$ cat config.mk
export PLATFORM = sky130hd
export DESIGN_NAME = priv_exc_ctrl
export DESIGN_NICKNAME = d
export VERILOG_FILES = /design/src/rtl/pxc_pkg.sv /design/src/rtl/pxc_bank.sv /design/src/rtl/pxc_rules.sv /design/src/rtl/pxc_vector.sv /design/src/rtl/priv_exc_ctrl.sv
export SDC_FILE = /design/constraint.sdc
export NUM_CORES = 1
export LEC_CHECK = 0
export ABC_AREA = 1
export BUFFER_PORTS_ARGS = -buffer_cell sky130_fd_sc_hd__buf_2
export CORE_ASPECT_RATIO = 1.2
export CORE_MARGIN = 10
export CORE_UTILIZATION = 35
export DETAILED_ROUTE_END_ITERATION = 10
export SLEW_MARGIN = 5
export SYNTH_ARGS = -nofsm -noshare
export SYNTH_HDL_FRONTEND = slang
export SYNTH_SLANG_ARGS = --single-unit
$ cat constraint.sdc
create_clock -name clk -period 3.1 [get_ports clk]
set_input_delay 0.155 -clock clk [delete_from_list [all_inputs] [get_ports clk]]
set_output_delay 0.155 -clock clk [all_outputs]
set_load 0.05 [all_outputs]
$ cat src/rtl/pxc_pkg.sv
package pxc_pkg;

    typedef enum logic [1:0] {
        EXC_SYNC   = 2'd0,
        EXC_IRQ    = 2'd1,
        EXC_FIRQ   = 2'd2,
        EXC_SYSERR = 2'd3
    } exc_kind_e;

    typedef enum logic [1:0] {
        CFG_VBASE = 2'd0,
        CFG_SAVED = 2'd1,
        CFG_RETPC = 2'd2,
        CFG_NONE  = 2'd3
    } cfg_sel_e;

    typedef struct packed {
        logic       sp_own;
        logic       is64;
        logic [1:0] lvl;
    } pstate_t;

    localparam int unsigned VEC_ALIGN_BITS = 11;
    localparam int unsigned VEC_SLOT_SHIFT = 7;
    localparam logic [10:0] VEC_SAME_OWN   = 11'h200;

    function automatic logic lvl_present(input logic [1:0] l, input bit has2, input bit has3);
        case (l)
            2'd2:    return has2;
            2'd3:    return has3;
            default: return 1'b1;
        endcase
    endfunction

    function automatic logic narrow_ok(input logic [1:0] l, input int unsigned nlv);
        return {30'd0, l} < nlv;
    endfunction

endpackage

$ cat src/rtl/pxc_bank.sv
module pxc_bank
    import pxc_pkg::*;
#(
    parameter int unsigned AW     = 32,
    parameter bit          HAS_L2 = 1'b1,
    parameter bit          HAS_L3 = 1'b1
) (
    input  logic                 clk,
    input  logic                 rst,
    input  logic                 cfg_wr,
    input  logic [1:0]           cfg_sel,
    input  logic [1:0]           cfg_lvl,
    input  logic [AW-1:0]        cfg_data,
    input  logic                 save_en,
    input  logic [1:0]           save_lvl,
    input  pstate_t              save_state,
    input  logic [AW-1:0]        save_pc,
    output logic [3:0][AW-1:0]   vbase,
    output logic [3:0]           vb_valid,
    output pstate_t [3:0]        saved,
    output logic [3:0][AW-1:0]   retpc
);

    for (genvar g = 0; g < 4; g++) begin : g_lvl
        localparam bit PRES = (g == 1) || (g == 2 && HAS_L2) || (g == 3 && HAS_L3);
        if (PRES) begin : g_on
            logic [AW-1:0] vb_q;
            logic          vv_q;
            pstate_t       sv_q;
            logic [AW-1:0] rp_q;
            logic          hit_cfg;
            logic          hit_save;

            assign hit_cfg  = cfg_wr && (cfg_lvl == 2'(g));
            assign hit_save = save_en && (save_lvl == 2'(g));

            always_ff @(posedge clk) begin
                if (rst) begin
                    vb_q <= '0;
                    vv_q <= 1'b0;
                    sv_q <= '0;
                    rp_q <= '0;
                end else begin
                    if (hit_cfg && cfg_sel == CFG_VBASE) begin
                        vb_q <= cfg_data;
                        vv_q <= 1'b1;
                    end
                    if (hit_save) begin
                        sv_q <= save_state;
                        rp_q <= save_pc;
                    end else begin
                        if (hit_cfg && cfg_sel == CFG_SAVED) sv_q <= pstate_t'(cfg_data[3:0]);
                        if (hit_cfg && cfg_sel == CFG_RETPC) rp_q <= cfg_data;
                    end
                end
            end

            assign vbase[g]    = vb_q;
            assign vb_valid[g] = vv_q;
            assign saved[g]    = sv_q;
            assign retpc[g]    = rp_q;
        end else begin : g_off
            assign vbase[g]    = '0;
            assign vb_valid[g] = 1'b0;
            assign saved[g]    = '0;
            assign retpc[g]    = '0;
        end
    end

endmodule

$ cat src/rtl/pxc_rules.sv
module pxc_rules
    import pxc_pkg::*;
#(
    parameter bit          HAS_L2        = 1'b1,
    parameter bit          HAS_L3        = 1'b1,
    parameter int unsigned NARROW_LEVELS = 2
) (
    input  pstate_t    cur,
    input  logic       take_req,
    input  logic [1:0] take_lvl,
    input  logic       ret_req,
    input  logic [3:0] vb_valid,
    input  pstate_t    saved_cur,
    output logic       take_go,
    output logic       ret_go,
    output logic       bad,
    output pstate_t    next_st
);

    logic take_ok;
    logic ret_ok;

    always_comb begin
        take_ok = (take_lvl != 2'd0) && (take_lvl >= cur.lvl)
               && lvl_present(take_lvl, HAS_L2, HAS_L3) && vb_valid[take_lvl];

        ret_ok = (cur.lvl != 2'd0) && (saved_cur.lvl <= cur.lvl)
              && lvl_present(saved_cur.lvl, HAS_L2, HAS_L3)
              && (saved_cur.is64 || narrow_ok(saved_cur.lvl, NARROW_LEVELS))
              && !(saved_cur.is64 && !cur.is64);

        take_go = take_req && take_ok;
        ret_go  = ret_req && !take_req && ret_ok;
        bad     = take_req ? !take_ok : (ret_req && !ret_ok);

        next_st = cur;
        if (take_go) begin
            next_st.lvl    = take_lvl;
            next_st.is64   = cur.is64 || !narrow_ok(take_lvl, NARROW_LEVELS);
            next_st.sp_own = 1'b1;
        end else if (ret_go) begin
            next_st.lvl    = saved_cur.lvl;
            next_st.is64   = saved_cur.is64;
            next_st.sp_own = (saved_cur.lvl != 2'd0) && saved_cur.sp_own;
        end
    end

endmodule

$ cat src/rtl/pxc_vector.sv
module pxc_vector
    import pxc_pkg::*;
#(
    parameter int unsigned AW = 32
) (
    input  logic [AW-1:0] vbase,
    input  logic [1:0]    kind,
    input  logic          same_own,
    output logic [AW-1:0] addr
);

    logic [VEC_ALIGN_BITS-1:0] off;

    always_comb begin
        off  = VEC_ALIGN_BITS'(kind) << VEC_SLOT_SHIFT;
        if (same_own) off = off + VEC_SAME_OWN;
        addr = {vbase[AW-1:VEC_ALIGN_BITS], off};
    end

endmodule

$ cat src/rtl/priv_exc_ctrl.sv
module priv_exc_ctrl
    import pxc_pkg::*;
#(
    parameter int unsigned AW            = 32,
    parameter bit          HAS_L2        = 1'b1,
    parameter bit          HAS_L3        = 1'b1,
    parameter int unsigned NARROW_LEVELS = 2
) (
    input  logic          clk,
    input  logic          rst,
    input  logic          take_req,
    input  logic [1:0]    exc_kind,
    input  logic [1:0]    take_lvl,
    input  logic [AW-1:0] ret_pc,
    input  logic          ret_req,
    input  logic          cfg_wr,
    input  logic [1:0]    cfg_sel,
    input  logic [1:0]    cfg_lvl,
    input  logic [AW-1:0] cfg_data,
    output logic          pc_load,
    output logic [AW-1:0] pc_out,
    output logic [1:0]    cur_lvl,
    output logic          cur_is64,
    output logic          sp_own,
    output logic          fault
);

    localparam logic [1:0] TOP_LVL = HAS_L3 ? 2'd3 : (HAS_L2 ? 2'd2 : 2'd1);

    pstate_t              st_q;
    pstate_t              st_d;
    logic [3:0][AW-1:0]   vbase;
    logic [3:0]           vb_valid;
    pstate_t [3:0]        saved;
    logic [3:0][AW-1:0]   retpc;
    logic                 take_go;
    logic                 ret_go;
    logic                 bad;
    logic                 same_own;
    logic [AW-1:0]        vec_addr;
    logic                 pcl_q;
    logic                 flt_q;
    logic [AW-1:0]        pc_q;

    pxc_bank #(.AW(AW), .HAS_L2(HAS_L2), .HAS_L3(HAS_L3)) u_bank (
        .clk        (clk),
        .rst        (rst),
        .cfg_wr     (cfg_wr),
        .cfg_sel    (cfg_sel),
        .cfg_lvl    (cfg_lvl),
        .cfg_data   (cfg_data),
        .save_en    (take_go),
        .save_lvl   (take_lvl),
        .save_state (st_q),
        .save_pc    (ret_pc),
        .vbase      (vbase),
        .vb_valid   (vb_valid),
        .saved      (saved),
        .retpc      (retpc)
    );

    pxc_rules #(.HAS_L2(HAS_L2), .HAS_L3(HAS_L3), .NARROW_LEVELS(NARROW_LEVELS)) u_rules (
        .cur       (st_q),
        .take_req  (take_req),
        .take_lvl  (take_lvl),
        .ret_req   (ret_req),
        .vb_valid  (vb_valid),
        .saved_cur (saved[st_q.lvl]),
        .take_go   (take_go),
        .ret_go    (ret_go),
        .bad       (bad),
        .next_st   (st_d)
    );

    assign same_own = (take_lvl == st_q.lvl) && st_q.sp_own;

    pxc_vector #(.AW(AW)) u_vec (
        .vbase    (vbase[take_lvl]),
        .kind     (exc_kind),
        .same_own (same_own),
        .addr     (vec_addr)
    );

    always_ff @(posedge clk) begin
        if (rst) begin
            st_q  <= '{sp_own: 1'b1, is64: 1'b1, lvl: TOP_LVL};
            pcl_q <= 1'b0;
            flt_q <= 1'b0;
            pc_q  <= '0;
        end else begin
            st_q  <= st_d;
            pcl_q <= take_go || ret_go;
            flt_q <= bad;
            if (take_go)     pc_q <= vec_addr;
            else if (ret_go) pc_q <= retpc[st_q.lvl];
        end
    end

    assign pc_load  = pcl_q;
    assign fault    = flt_q;
    assign pc_out   = pc_q;
    assign cur_lvl  = st_q.lvl;
    assign cur_is64 = st_q.is64;
    assign sp_own   = st_q.sp_own;

endmodule

* Word level (Yosys, flattened, before mapping)
Index checks and enable logic that the tools add are counted.
Word-level totals: bits in registers 245, input port bits 77, output and inout bits 38, logic and storage cells 114
Cells by class: add/subtract/negate cells 1, magnitude comparators 6, equality and inequality tests 9, muxes and demuxes 26, reduce and logical (&&, ||, !) cells 48
Operators with widths (number):
- 2-to-1 mux 32 bit | 10
- binary-select mux 32 bit (select 2 bit) | 2
- 2-to-1 mux 4 bit | 7
- logical AND 1 bit | 27
- nonzero test 2 bit | 10
- adder 9 x 10 -> 11 bit, second input constant | 1
- 2-to-1 mux 11 bit | 1
- == test 2 bit, second input constant | 5
- binary-select mux 4 bit (select 2 bit) | 1
- == test 2 x 1 -> 1 bit, second input constant | 3
- zero test 1 bit | 6
- less-than comparator 2 x 3 -> 1 bit, second input constant | 2
- 2-to-1 mux 3 bit | 2
- less-than comparator 2 bit, second input constant | 2
- logical OR 1 bit | 3
- binary-select mux 1 bit (select 2 bit) | 1
- == test 2 bit | 1
- >= comparator 2 bit | 1
- <= comparator 2 bit | 1
- zero test 2 bit | 1
- 2-to-1 mux 1 bit | 2
- OR reduction 2 bit | 1

* Depth between registers and ports, before layout
word-level depth 9, mapped depth 18

* By module
From an unflattened synthesis, not the netlist that was laid out.
Unflattened totals: cells, all modules 2200, area total of the unflattened synthesis 14380.0 um^2
Modules (own cells, without submodules):
- pxc_bank | times used 1, cells each 1403, area each 9867.0 um^2, seq. area each 4144.0 um^2
- priv_exc_ctrl | times used 1, cells each 700, area each 3930.0 um^2, seq. area each 760.7 um^2
- pxc_rules | times used 1, cells each 64, area each 339.1 um^2, seq. area each 0.0 um^2
- pxc_vector | times used 1, cells each 33, area each 244.0 um^2, seq. area each 0.0 um^2

* Least setup slack after synthesis
Ideal clock, no wire load.
path type register -> register, start point register st_q (netlist bit cur_lvl[0]), end point register st_q (netlist bit sp_own), setup time 120 ps, arrival 2620 ps, path slack 360 ps, cell stages (with the launch flop) 15, buffers on the path 3, path through dfxtp_1 inv_2 nor2_4 clkbuf_1 nand2_1 nand2_1 inv_1 ha_1 nand2_1 a21oi_1 nand4_2 buf_4 buf_4 a21oi_1 o21ai_1
Between the ends: cells in the longest elaborated chain, start to end 7, elaborated cells between the ends (all ways) 19
RTL lines:
- from (decl) | line priv_exc_ctrl.sv:30 | pstate_t st_q;
- from (signal assigned) | line priv_exc_ctrl.sv:86 | st_q <= '{sp_own: 1'b1, is64: 1'b1, lvl: TOP_LVL};
- from (signal assigned) | line priv_exc_ctrl.sv:91 | st_q <= st_d;
- binary-select mux 4 bit (select 2 bit) | line priv_exc_ctrl.sv:68 | .saved_cur (saved[st_q.lvl]),
- 2-to-1 mux 4 bit (implied by the code) | line priv_exc_ctrl.sv:68
- <= comparator 2 bit / less-than comparator 2 bit (equally long branches) | line pxc_rules.sv:27, pxc_pkg.sv:36
- logical AND 1 bit / logical OR 1 bit (equally long branches) | line pxc_rules.sv:27, pxc_rules.sv:29
- logical AND 1 bit | line pxc_rules.sv:29 | && (saved_cur.is64 || narrow_ok(saved_cur.lvl, NARROW_LEVELS))
- logical AND 1 bit | line pxc_rules.sv:30 | && !(saved_cur.is64 && !cur.is64);
- logical AND 1 bit | line pxc_rules.sv:33 | ret_go = ret_req && !take_req && ret_ok;
Parallel ways exist; a longest one is shown, timed or not. The select of a mux whose other input is x is not followed. A chain may end at the register's enable or synchronous reset.

* Final worst setup path
start point register st_q (netlist bit cur_lvl[0]), end point register flt_q, in the netlist fault
Between the ends: cells in the longest elaborated chain, start to end 9, elaborated cells between the ends (all ways) 18
RTL lines:
- binary-select mux 4 bit (select 2 bit) | line priv_exc_ctrl.sv:68
- 2-to-1 mux 4 bit (implied by the code) | line priv_exc_ctrl.sv:68
- <= comparator 2 bit / less-than comparator 2 bit (equally long branches) | line pxc_rules.sv:27, pxc_pkg.sv:36
- logical AND 1 bit / logical OR 1 bit (equally long branches) | line pxc_rules.sv:27, pxc_rules.sv:29
- logical AND 1 bit | line pxc_rules.sv:29
- logical AND 1 bit | line pxc_rules.sv:30
- zero test 1 bit | line pxc_rules.sv:34 | bad = take_req ? !take_ok : (ret_req && !ret_ok);
- logical AND 1 bit | line pxc_rules.sv:34
- 2-to-1 mux 1 bit (*) | line pxc_rules.sv:34
- to (signal assigned) | line priv_exc_ctrl.sv:88 | flt_q <= 1'b0;
- to (signal assigned) | line priv_exc_ctrl.sv:93 | flt_q <= bad;
- to (decl) | line priv_exc_ctrl.sv:42 | logic flt_q;
Every way passes the cells marked *; elsewhere a longest branch is shown, timed or not. The select of a mux whose other input is x is not followed.

==> metrics.txt <==
worst slack, placed=0.608 ns; RSZ-0062 raised after global routing=false; HP Start=cfg_data[5]; accumulated negative setup slack=0 ns; xor/xnor cell area share of the yosys netlist=0%; Min-Delay Path Class=input pin to flip-flop; DRC errors left=0; count of final max-slew check failures=0; total chip power=6.79 mW; buffers inserted by post-CTS timing repair=0; standard-cell rows=69; beginning of the worst register-to-register path=cur_lvl[0]; cell depth of the worst min-delay path=5; maximum single-stage delay on the critical path=0.56 ns; Critical Path End Type=flip-flop; effective utilization at floorplan=35.4%; post-synthesis compound-gate area fraction=21.2%; WP data arrival=3.14 ns; deepest level of the CTS H-tree=1; detailed-route via count=10,800; depth of the worst register-to-register path=14; portion of the clock cycle consumed by the worst path in the final layout=88.3%; wire length reported by the detailed router=36.7 mm; Final Net Count=1,798; Final Setup Violations=0; average wire per cell in the routed design=17.3 microns; global-route wire length before repair=57.3 mm; netlist area before placement=10,500 sq um; worst flop-to-flop path endpoint=fault; overall overflow remaining after global route=0; Max IR drop VDD=0.000427 V; Required @ worst endpoint=3.50 ns; syn nets=1,681; WHS=0.0254 ns; Cells after Synth=1,600; CP cell instances=buf_4 > nor2_1 > nor2_1 > o21ai_0 > nand2_1 > inv_1 > ha_1 > nand2_1 > a21oi_1 > and2_1 > nand2_1 > a21oi_1 > dlygate4sd3_1 > nor2_1; power density over cell area=541 nW/um^2; Fin. Hold Viols=0; placed wire-length estimate after detailed placement=25.2 mm; dominant combinational cell family by area after synthesis=simple AND/OR/NAND/NOR gates; Vert. Die Dim=209 microns; outcome=completed; Max-cap violations=0; TritonCTS clock tree=done; Detail Route Antenna Nets=0; Worst Hold End=u_bank.g_lvl[1].g_on.rp_q[5]; final worst-path setup slack=0.361 ns; multiplexer share of the synthesized area=0%; fraction of final layout cells with drive strength greater than 1=12.8%; horizontal die dimension=178 microns; register-to-register setup slack=0.36 ns; Inserted Clock Buffers=24; syn_area_per_cell=6.55 sq um; worst clock skew on the final layout=0.00774 ns; initial antenna violation count=0; clock period minus final worst setup slack=2.74 ns; synthesized-area fraction occupied by adder cells=0.478%; number of storage elements in the synthesis netlist=212; count of cells resized by post-cts repair=0; share of the yosys chip area belonging to registers=40.5%; sink count of the clock tree=212; Lkg Pwr=5.69 nW; slowest library cell on the worst path=dlygate4sd3_1; number of global-route vias before repair=10,200; number of top-level design ports=115; upper clock frequency limit=365 MHz; antenna diode count=0; share of synthesized cell area in and, or, nand and nor gates=27.3%; critical setup path kind=flip-flop to flip-flop; worst rel slew slack=35.9%; Routability Congestion=0.858; Area Growth Syn to Fin=19.9%; startpoint kind of the worst setup timing path=flip-flop; slew of the pin with the lowest slew margin=0.952 ns; all-layer global routing usage=19.1%; CTS clk-pin slew, worst paths=0.06 ns; core area=29,600 sq um; overall die area=37,300 sq um; Crit Path Max Fanout=21; pin count of the biggest net entering global routing=65; number of buffers added on ports=114; number of fillers in the final layout=3,086; Post-CTS Hold Buffers=44; count of cell types in the netlist=31; insertion delay of the later-clocked pin in the worst-skew pair=0.52 ns; buffer type at the clock tree root=clkbuf_16; Pre-Repair DR Iteration Count=5; count of synthesis-stage warnings from yosys=0; average via count per standard cell=5.07; maximum number of buffers from clock root to sink=3; DR iter-0 viols=1,056
critical path: cells and delay by family (launching register included):
family / cells / cell delay (ns)
AO/OA/AOI/OAI: 3 / 0.40
AND/OR/NAND/NOR: 7 / 0.59
adder cells (fa/ha/maj): 1 / 0.26
flip-flops: 1 / 0.44
buffers and inverters: 3 / 0.91
worst max path at each step:
stage | from | slack (ns) | cells past startpoint | end
3_5_place_dp | cur_lvl[0] | 0.61 | 14 | pc_out[15]
4_1_cts | cur_lvl[0] | 0.38 | 14 | fault
5_1_grt | cur_lvl[0] | 0.18 | 14 | fault
3_3_place_gp | cur_lvl[0] | 0.72 | 14 | pc_out[27]
2_1_floorplan | cur_lvl[0] | 0.36 | 14 | sp_own
6_report | cur_lvl[0] | 0.36 | 14 | fault
flip-flops by register name, indices dropped and copies added (netlist names):
signal / cells
fault: 1
u_bank.g_lvl.g_on.vb_q: 63
u_bank.g_lvl.g_on.rp_q: 96
pc_load: 1
u_bank.g_lvl.g_on.vv_q: 3
sp_own: 1
pc_out: 32
cur_is64: 1
u_bank.saved: 12
cur_lvl: 2
synth_stat cells, drive strengths merged:
cell type  instances  area share (%)
nand2            354              13
o21ai            281              14
dfxtp            212              41
nor2             199             7.2
inv              163             5.8
a21oi            142             6.8
nand3            110             5.7
clkbuf            64             2.3
buf               41             2.3
nand3b            18             1.3
o22ai              5            0.30
ha                 4            0.48
nand4              2            0.18
o21bai             2            0.14
and2               1           0.060
o211ai             1           0.072
o31ai              1           0.072
power by group:
part           switching, mW  internal (mW)
combinational          0.800          0.331
sequential            0.0542           2.82
clock                   1.13           1.65
total                   1.99           4.81
logic make-up after synthesis:
logic type               count (synthesis)
AND/OR/NAND/NOR                        684
AO/OA/AOI/OAI                          432
buffers and inverters                  268
flip-flops                             212
adder cells (fa/ha/maj)                  4
layer usage:
layer | GRT usage, % | wire, microns | vias up
li1 | - | - | 5383
met1 | 24.3 | 15800 | 4984
met2 | 31.7 | 17100 | 344
met3 | 2.71 | 2410 | 62
met4 | 7.60 | 1370 | 0
met5 | 0 | 0 | -
metrics by stage:
stage / instance area, sq um / utilization, % / cells
after floorplan: 10500 / - / 1600
after global placement: 11400 / 38.3 / 2037
after detailed placement: 11400 / 38.3 / 2037
after CTS: 12600 / 42.4 / 2123
after global routing: 12600 / 42.4 / 2123
final: 12600 / 42.4 / 2123
cell type report:
class / count / area (sq um) / area share (%)
Multi-Input combinational cell: 1120 / 5140 / 40.9
Clock buffer: 38 / 714 / 5.69
Tap cell: 390 / 488 / 3.89
Clock inverter: 4 / 45.0 / 0.359
Sequential cell: 212 / 4250 / 33.8
Timing Repair Buffer: 196 / 1310 / 10.4
Inverter: 163 / 613 / 4.88
cells in the final DEF (no fill, tap or decap), types with 25 or more instances in the layout:
cell type,synthesis,final
nand2_1,351,351
o21ai_0,248,248
dfxtp_1,212,211
nor2_1,197,192
inv_1,154,153
a21oi_1,141,141
buf_2,25,114
nand3_1,106,106
dlygate4sd3_1,0,44
buf_4,4,37
clkbuf_16,0,25
No activity file was read; power rests on OpenSTA's default activity.
